[src/rtl/pwr_pkg.sv]
package pwr_pkg;

  typedef enum logic [1:0] {
    PS_RUN     = 2'd0,
    PS_STOPGNT = 2'd1,
    PS_SLEEP   = 2'd2,
    PS_DEEP    = 2'd3
  } pstate_e;

  typedef struct packed {
    logic core;
    logic bus;
    logic pll;
    logic snoop;
    logic intr;
  } clk_ctl_t;

  function automatic clk_ctl_t ctl_of(pstate_e s);
    clk_ctl_t c;
    unique case (s)
      PS_RUN:     c = '{core: 1'b1, bus: 1'b1, pll: 1'b1, snoop: 1'b1, intr: 1'b1};
      PS_STOPGNT: c = '{core: 1'b0, bus: 1'b1, pll: 1'b1, snoop: 1'b1, intr: 1'b1};
      PS_SLEEP:   c = '{core: 1'b0, bus: 1'b0, pll: 1'b1, snoop: 1'b0, intr: 1'b0};
      default:    c = '{core: 1'b0, bus: 1'b0, pll: 1'b0, snoop: 1'b0, intr: 1'b0};
    endcase
    return c;
  endfunction

endpackage

[src/rtl/pwr_sync.sv]
module pwr_sync #(
  parameter int   WIDTH     = 3,
  parameter int   STAGES    = 2,
  parameter logic RST_LEVEL = 1'b1
) (
  input  logic             clk,
  input  logic             rst_n,
  input  logic [WIDTH-1:0] async_i,
  output logic [WIDTH-1:0] sync_o
);

  localparam logic [WIDTH-1:0] RST_WORD = {WIDTH{RST_LEVEL}};

  logic [STAGES-1:0][WIDTH-1:0] chain_q;

  genvar g;
  generate
    for (g = 0; g < STAGES; g++) begin : g_stage
      if (g == 0) begin : g_first
        always_ff @(posedge clk or negedge rst_n) begin
          if (!rst_n) chain_q[g] <= RST_WORD;
          else        chain_q[g] <= async_i;
        end
      end else begin : g_next
        always_ff @(posedge clk or negedge rst_n) begin
          if (!rst_n) chain_q[g] <= RST_WORD;
          else        chain_q[g] <= chain_q[g-1];
        end
      end
    end
  endgenerate

  assign sync_o = chain_q[STAGES-1];

endmodule

[src/rtl/pwr_fsm.sv]
module pwr_fsm
  import pwr_pkg::*;
(
  input  logic    clk,
  input  logic    rst_n,
  input  logic    stop_act,
  input  logic    sleep_act,
  input  logic    deep_act,
  output pstate_e state_q,
  output logic    enter_sg_q
);

  pstate_e state_d;

  always_comb begin
    state_d = state_q;
    unique case (state_q)
      PS_RUN: begin
        if (stop_act) state_d = PS_STOPGNT;
      end
      PS_STOPGNT: begin
        if (!stop_act)     state_d = PS_RUN;
        else if (sleep_act) state_d = PS_SLEEP;
      end
      PS_SLEEP: begin
        if (!sleep_act)    state_d = PS_STOPGNT;
        else if (deep_act) state_d = PS_DEEP;
      end
      default: begin
        if (!deep_act) state_d = PS_SLEEP;
      end
    endcase
  end

  always_ff @(posedge clk or negedge rst_n) begin
    if (!rst_n) begin
      state_q    <= PS_RUN;
      enter_sg_q <= 1'b0;
    end else begin
      state_q    <= state_d;
      enter_sg_q <= (state_q == PS_RUN) && (state_d == PS_STOPGNT);
    end
  end

endmodule

[src/rtl/pwr_outdec.sv]
module pwr_outdec
  import pwr_pkg::*;
(
  input  logic    clk,
  input  logic    rst_n,
  input  pstate_e state_i,
  input  logic    enter_sg_i,
  output logic    core_clk_en,
  output logic    bus_clk_en,
  output logic    pll_en,
  output logic    snoop_ok,
  output logic    intr_ok,
  output logic    sg_ack_req
);

  localparam clk_ctl_t RST_CTL = ctl_of(PS_RUN);

  clk_ctl_t ctl_d, ctl_q;

  assign ctl_d = ctl_of(state_i);

  always_ff @(posedge clk or negedge rst_n) begin
    if (!rst_n) begin
      ctl_q      <= RST_CTL;
      sg_ack_req <= 1'b0;
    end else begin
      ctl_q      <= ctl_d;
      sg_ack_req <= enter_sg_i;
    end
  end

  assign core_clk_en = ctl_q.core;
  assign bus_clk_en  = ctl_q.bus;
  assign pll_en      = ctl_q.pll;
  assign snoop_ok    = ctl_q.snoop;
  assign intr_ok     = ctl_q.intr;

endmodule

[src/rtl/pwr_state_ctrl.sv]
module pwr_state_ctrl
  import pwr_pkg::*;
#(
  parameter int SYNC_STAGES = 2
) (
  input  logic clk,
  input  logic rst_n,
  input  logic stop_req_n,
  input  logic sleep_req_n,
  input  logic deep_req_n,
  output logic core_clk_en,
  output logic bus_clk_en,
  output logic pll_en,
  output logic sg_ack_req,
  output logic snoop_ok,
  output logic intr_ok
);

  localparam int NREQ = 3;

  logic [NREQ-1:0] req_raw_n, req_sync_n;
  pstate_e         state_q;
  logic            enter_sg_q;

  assign req_raw_n = {deep_req_n, sleep_req_n, stop_req_n};

  pwr_sync #(
    .WIDTH    (NREQ),
    .STAGES   (SYNC_STAGES),
    .RST_LEVEL(1'b1)
  ) u_sync (
    .clk    (clk),
    .rst_n  (rst_n),
    .async_i(req_raw_n),
    .sync_o (req_sync_n)
  );

  pwr_fsm u_fsm (
    .clk       (clk),
    .rst_n     (rst_n),
    .stop_act  (~req_sync_n[0]),
    .sleep_act (~req_sync_n[1]),
    .deep_act  (~req_sync_n[2]),
    .state_q   (state_q),
    .enter_sg_q(enter_sg_q)
  );

  pwr_outdec u_out (
    .clk        (clk),
    .rst_n      (rst_n),
    .state_i    (state_q),
    .enter_sg_i (enter_sg_q),
    .core_clk_en(core_clk_en),
    .bus_clk_en (bus_clk_en),
    .pll_en     (pll_en),
    .snoop_ok   (snoop_ok),
    .intr_ok    (intr_ok),
    .sg_ack_req (sg_ack_req)
  );

endmodule

[config.mk]
export PLATFORM = sky130hd
export DESIGN_NAME = pwr_state_ctrl
export DESIGN_NICKNAME = d
export VERILOG_FILES = /design/src/rtl/pwr_pkg.sv /design/src/rtl/pwr_sync.sv /design/src/rtl/pwr_fsm.sv /design/src/rtl/pwr_outdec.sv /design/src/rtl/pwr_state_ctrl.sv
export SDC_FILE = /design/constraint.sdc
export NUM_CORES = 1
export LEC_CHECK = 0
export BUFFER_PORTS_ARGS = -buffer_cell sky130_fd_sc_hd__buf_4
export CORE_MARGIN = 5
export CORE_UTILIZATION = 31
export CTS_CLUSTER_SIZE = 25
export DETAILED_ROUTE_END_ITERATION = 10
export GPL_TIMING_DRIVEN = 0
export PLACE_DENSITY_LB_ADDON = 0.12
export SYNTH_ARGS = -nofsm -noshare
export SYNTH_HDL_FRONTEND = slang
export SYNTH_SLANG_ARGS = --single-unit
[constraint.sdc]
create_clock -name clk -period 2.75 [get_ports clk]
set_input_delay 0 -clock clk [delete_from_list [all_inputs] [get_ports clk]]
set_output_delay 0 -clock clk [all_outputs]
set_load 0.005 [all_outputs]
==> results of run 1 <==
==> where the power goes <==
part | switching (W) | internal (W) | total (W) | leakage [nW]
logic | 0.0000607 | 0.000103 | 0.000163 | 0.111
clock network | 0.0000543 | 0.0000561 | 0.000110 | 0.0150
registers | 0.0000248 | 0.000257 | 0.000282 | 0.145
total | 0.000140 | 0.000416 | 0.000556 | 0.271
==> how the worst min path moves through the flow <==
stage	slack, ps	endpoint
after floorplan	-300	u_fsm.enter_sg_q$_DFF_PN0_
after global placement	-160	u_out.sg_ack_req$_DFF_PN0_
after detailed placement	-150	u_out.sg_ack_req$_DFF_PN0_
after CTS	100	u_out.sg_ack_req$_DFF_PN0_
after global routing	100	u_fsm.state_q[0]$_DFF_PN0_
final	110	u_fsm.state_q[0]$_DFF_PN0_
==> layout make-up <==
type                            count  area (um2)  share of cell area
Sequential cell                    13         337               0.582
Timing Repair Buffer               14         115               0.199
Multi-Input combinational cell      7        47.5              0.0823
Clock buffer                        4        26.3              0.0455
Buffer                              3        22.5              0.0390
Tap cell                           15        18.8              0.0325
Inverter                            3        11.3              0.0195
==> logic make-up (layout without fill, tap and decap cells) <==
group / after synthesis / count (layout) / synth area share
AO/OA/AOI/OAI: 3 / 3 / 0.0479
buffers and inverters: 6 / 24 / 0.0808
flip-flops: 13 / 13 / 0.805
multiplexers: 1 / 1 / 0.0240
AND/OR/NAND/NOR: 3 / 3 / 0.0419
==> layout by cell type (no fill, tap or decap) <==
cell / count
a21oi_1: 1
a221o_1: 1
buf_4: 13
clkbuf_1: 1
clkbuf_4: 3
dfrtp_1: 4
dfstp_2: 9
dlygate4sd3_1: 4
inv_1: 2
inv_2: 1
mux2i_1: 1
nand2_1: 1
nor2_1: 1
nor3_2: 1
o21ai_1: 1
==> routing by layer <==
metal,vias up,share of wire,GRT usage
met2,11,0.49,0.0989
met1,119,0.38,0.0702
met4,0,0,0.0663
met5,-,0,0
li1,118,-,-
met3,0,0.13,0.0234
==> worst max-delay path: cells and delay by family (launching register included) <==
kind / cells / cell delay (ps)
buf+inv: 1 / 160
mux: 1 / 120
compound gates: 1 / 290
flops: 1 / 360
==> sequential cells by signal, summed over array words and instances, names as in the netlist <==
register,count
u_sync.sync_o,3
u_out.bus_clk_en,1
u_out.core_clk_en,1
u_fsm.state_q,2
u_fsm.enter_sg_q,1
u_sync.chain_q,3
u_out.sg_ack_req,1
u_out.pll_en,1
==> metrics by stage <==
step | cells | utilization | instance area (um2) | hold slack, ps | setup slack [ps]
after floorplan | 26 | - | 418 | -296 | 1750
after global placement | 51 | 0.398 | 512 | -157 | 1730
after detailed placement | 51 | 0.398 | 512 | -151 | 1720
after CTS | 59 | 0.450 | 578 | 95.8 | 1710
after global routing | 59 | 0.450 | 578 | 105 | 1690
final | 59 | 0.450 | 578 | 107 | 1710
==> qor.txt, run 1 <==
hold-fix buffers at CTS = 4
Seq/Total Area, Yosys = 0.805
DRC violations left = 0
Slew Limit Fails = 0
FILL cells = 123
endpoints failing hold = 0
Max Freq = 0.966 GHz
RSZ-0062 raised after global routing = false
Worst Path Max Fanout = 7
clock tree buffer depth = 2
Critical Path AT = 1190 ps
half-perimeter wire length after detailed placement = 423 um
vias = 248
Unique masters post-synth = 12
CP peak stage delay = 360 ps
Post-synth EDFFs = 0
Final setup viols = 0
# IOs = 11
Die Span Y = 46.7 um
post-route minimum period = 1040 ps
FF+latch count, synth = 13
Synth area leader = dfstp_2
DIE WIDTH = 46.7 um
Routed WL per cell = 9.71 um
final wirelength = 573 um
clock root buffer = clkbuf_4
Critical Path Sink Type = flop
R2R Path End = u_fsm.state_q[0]$_DFF_PN0_
Mapped Cells = 26
share of cells above drive strength 1 = 0.614
top post-synthesis cells by count = 9 x dfstp_2, 4 x dfrtp_1, 3 x buf_4
period utilization = 0.376
max-capacitance violation count = 0
Final ANT Viol Nets = 0
H-tree Lvls = 1
CTS Buf Count = 3
Final #Nets = 50
post_cts resized = 0
post-synth top area share = 0.566
status = finished clean
Skew-Pair Late Insertion Delay = 260 ps
syn_area_per_cell = 16.1 um2
ys async rst share = 1.00
Via density = 4.20
Initial DRC Count = 0
GRT Total Usage = 0.0662
vias in the first global route = 227
first-pass GRT wire length = 917 um
Slew Limit Headroom = 0.887
reg2reg setup slack = 1710 ps
most numerous cell in the Yosys netlist = dfstp_2
TritonCTS clock tree = yes
final setup TNS = 0 ps
DRT Pass-1 Iters = 1
leakage power total = 0.271 nW
Rows = 13
Min-Delay Path Class = in -> async
Area contributors post-synth = dfstp_2 57%, dfrtp_1 24%, buf_4 5.4%
synthesized cell area = 418 um2
Main synth FF type = dfstp_2
Critical Path Start Type = flop
Tot Pwr = 0.000556 W
CP max stage cell = dfrtp_1
initial antenna violation count = 0
Core ar. = 0.00128 mm2
Die Area = 0.00218 mm2
Inserted Diodes = 0
CTS sink cnt = 13
IO Port Bufs = 10
crit path to = u_fsm.state_q[0]$_DFF_PN0_
worst slew pin tran = 169 ps
critical path data required time = 2900 ps
Syn-to-layout area delta = 38.3%
GPL Wtd Cong = 0.630
pin count of the biggest net entering global routing = 14
Clock Pin Slew Worst Setup and Hold Paths = 70 ps
total global routing overflow = 0
Setup Crit Path Kind = reg -> reg
Crit. Startpoint = u_fsm.state_q[1]$_DFF_PN0_
Cell Pwr Density = 962 mW/mm2
initial cell density of the core = 0.325
Max Clock Skew = 0.595 ps
post-CTS setup buffers = 0
Post-Syn Nets = 31
Critical Path, Cell by Cell = buf_4, mux2i_1, a221o_1
Ys Warns = 0
RR Startpoint = u_fsm.state_q[1]$_DFF_PN0_
Worst VDD drop = 0.355 mV
Reg2Reg Depth = 3
(Power assumes the default switching activity.)
==> run 2, diff against run 1 <==
clock period = 1 ns   (was 2.75 ns; I/O delays follow)
==> qor.txt, run 2 (synthesis results as in run 1) <==
Final ANT Viol Nets = 0 (unchanged)
IO Port Bufs = 10 (unchanged)
CP max stage cell = dfstp_2
Slew Limit Headroom = 0.879 (-0.00839)
half-perimeter wire length after detailed placement = 429 um (+1.4%)
CP peak stage delay = 550 ps (+190 ps)
Cell Pwr Density = 2710 mW/mm2 (+180%)
Critical Path AT = 1180 ps (about the same)
Critical Path Sink Type = flop
commonest non-fill, non-tap cell in the layout = dfstp_2
Skew-Pair Late Insertion Delay = 260 ps (about the same)
share of cells above drive strength 1 = 0.614 (unchanged)
first-pass GRT wire length = 1040 um (+14%)
# IOs = 11 (unchanged)
vias = 240 (-3.2%)
max-capacitance violation count = 0 (unchanged)
TritonCTS clock tree = yes
failing checks = negative setup slack
Final WS setup = -33.3 ps (-1750 ps)
initial antenna violation count = 0 (unchanged)
post-route non-filler standard cell count = 59 (unchanged)
CTS sink cnt = 13 (unchanged)
Die Span Y = 46.7 um (unchanged)
most frequent cells in the layout = 9 x dfstp_2, 8 x buf_4, 5 x buf_6
Syn-to-layout area delta = 42.8%
Setup Crit Path Kind = reg -> reg
DRC violations left = 0 (unchanged)
final wirelength = 582 um (+1.6%)
Tot Pwr = 0.00162 W (+190%)
H-tree Lvls = 1 (unchanged)
period utilization = 1.03 (+0.657)
Core ar. = 0.00128 mm2 (unchanged)
RSZ-0062 raised after global routing = true
Die Area = 0.00218 mm2 (unchanged)
Max Freq = 0.968 GHz (+0.18%)
total global routing overflow = 0 (unchanged)
GRT Total Usage = 0.0735 (+0.00729)
Initial DRC Count = 0 (unchanged)
Clock Pin Slew Worst Setup and Hold Paths = 70 ps (about the same)
family with the most delay on the worst path = flip-flops
endpoints failing hold = 0 (unchanged)
Final #Nets = 50 (unchanged)
Routed WL per cell = 9.86 um (+1.6%)
pin count of the biggest net entering global routing = 14 (unchanged)
Worst VDD drop = 1.05 mV (+200%)
DRT Pass-1 Iters = 1 (unchanged)
Critical Path Start Type = flop
Max Clock Skew = 1.42 ps (+0.827 ps)
Slew Limit Fails = 0 (unchanged)
clock tree buffer depth = 2 (unchanged)
CTS Buf Count = 3 (unchanged)
Inserted Diodes = 0 (unchanged)
critical path data required time = 1150 ps (-1750 ps)
leakage power total = 0.278 nW (+2.4%)
Min-Delay Path Class = in -> async
DIE WIDTH = 46.7 um (unchanged)
Via density = 4.07 (-3.2%)
vias in the first global route = 249 (+9.7%)
Rows = 13 (unchanged)
Critical Path, Cell by Cell = mux2i_1, a221o_1
clock root buffer = clkbuf_4
worst slew pin tran = 182 ps (+13.5 ps)
Buf/Inv on CP = 0 (-1)
Worst Path Max Fanout = 3 (-4)
post-route minimum period = 1030 ps (-1.82 ps)
dpl cells = 51 (unchanged)
Final setup viols = 1 (+1)
initial cell density of the core = 0.325 (unchanged)
GPL Wtd Cong = 0.653 (+3.7%)
status = finished with violations
[run 2: power by group]
| group | switching [W] | internal [W] |
|---|---|---|
| combinational | 0.000176 | 0.000346 |
| sequential | 0.0000839 | 0.000709 |
| clock | 0.000149 | 0.000154 |
| total | 0.000409 | 0.00121 |
[run 2: layout make-up]
class	count	area [um2]
multi-input cells	7	47.5
flip-flops and latches	13	337
repair buffers	14	123
plain buffers	3	33.8
inverters	3	11.3
well taps	15	18.8
fillers	114	688
clock buffers	4	26.3
[run 2: final timing paths]
path                                             from                     endpoint  slack (ps)  cells after the start
max                        u_sync.sync_o[0]$_DFF_PN1_   u_fsm.state_q[0]$_DFF_PN0_         -30                      2
min                                             rst_n   u_fsm.enter_sg_q$_DFF_PN0_         110                      2
max reg2reg                u_sync.sync_o[0]$_DFF_PN1_   u_fsm.state_q[0]$_DFF_PN0_         -30                      2
min reg2reg                u_fsm.enter_sg_q$_DFF_PN0_   u_out.sg_ack_req$_DFF_PN0_         350                      0
max in group asynchronous                       rst_n  u_sync.chain_q[0]$_DFF_PN1_         670                      2
min in group clk           u_fsm.enter_sg_q$_DFF_PN0_   u_out.sg_ack_req$_DFF_PN0_         350                      0
[run 2: metal layers]
metal,vias up,share of wire,global-route usage
li1,115,-,-
met1,112,0.37,0.0852
met2,11,0.47,0.0989
met3,2,0.14,0.0234
met4,0,0.019,0.0829
met5,-,0,0
[run 2: timing repair]
| item | CTS | global route |
|---|---|---|
| hold endpoints to repair | 16 | 0 |
| resized for setup | 4 | 0 |
| setup buffers | 0 | 0 |
| hold buffers | 4 | 0 |
| endpoints found under the setup margin | 3 | 3 |
[run 2: per-stage QoR]
stage	setup slack [ps]	utilization	area, um2	hold slack (ps)	setup TNS, ps
final	-33.3	0.464	597	105	-33.3
after global routing	-72.0	0.464	597	120	-159
after CTS	-47.8	0.464	597	103	-75.7
after detailed placement	-27.5	0.401	515	-153	-27.5
after global placement	-3.30	0.401	515	-157	-3.30
after floorplan	13.0	-	422	-296	0
[run 2: worst reg2reg max path: cells and delay by family (launching register included)]
family	cells	cell delay (ps)
muxes	1	70
AOI/OAI and AO/OA	1	300
DFF	1	550
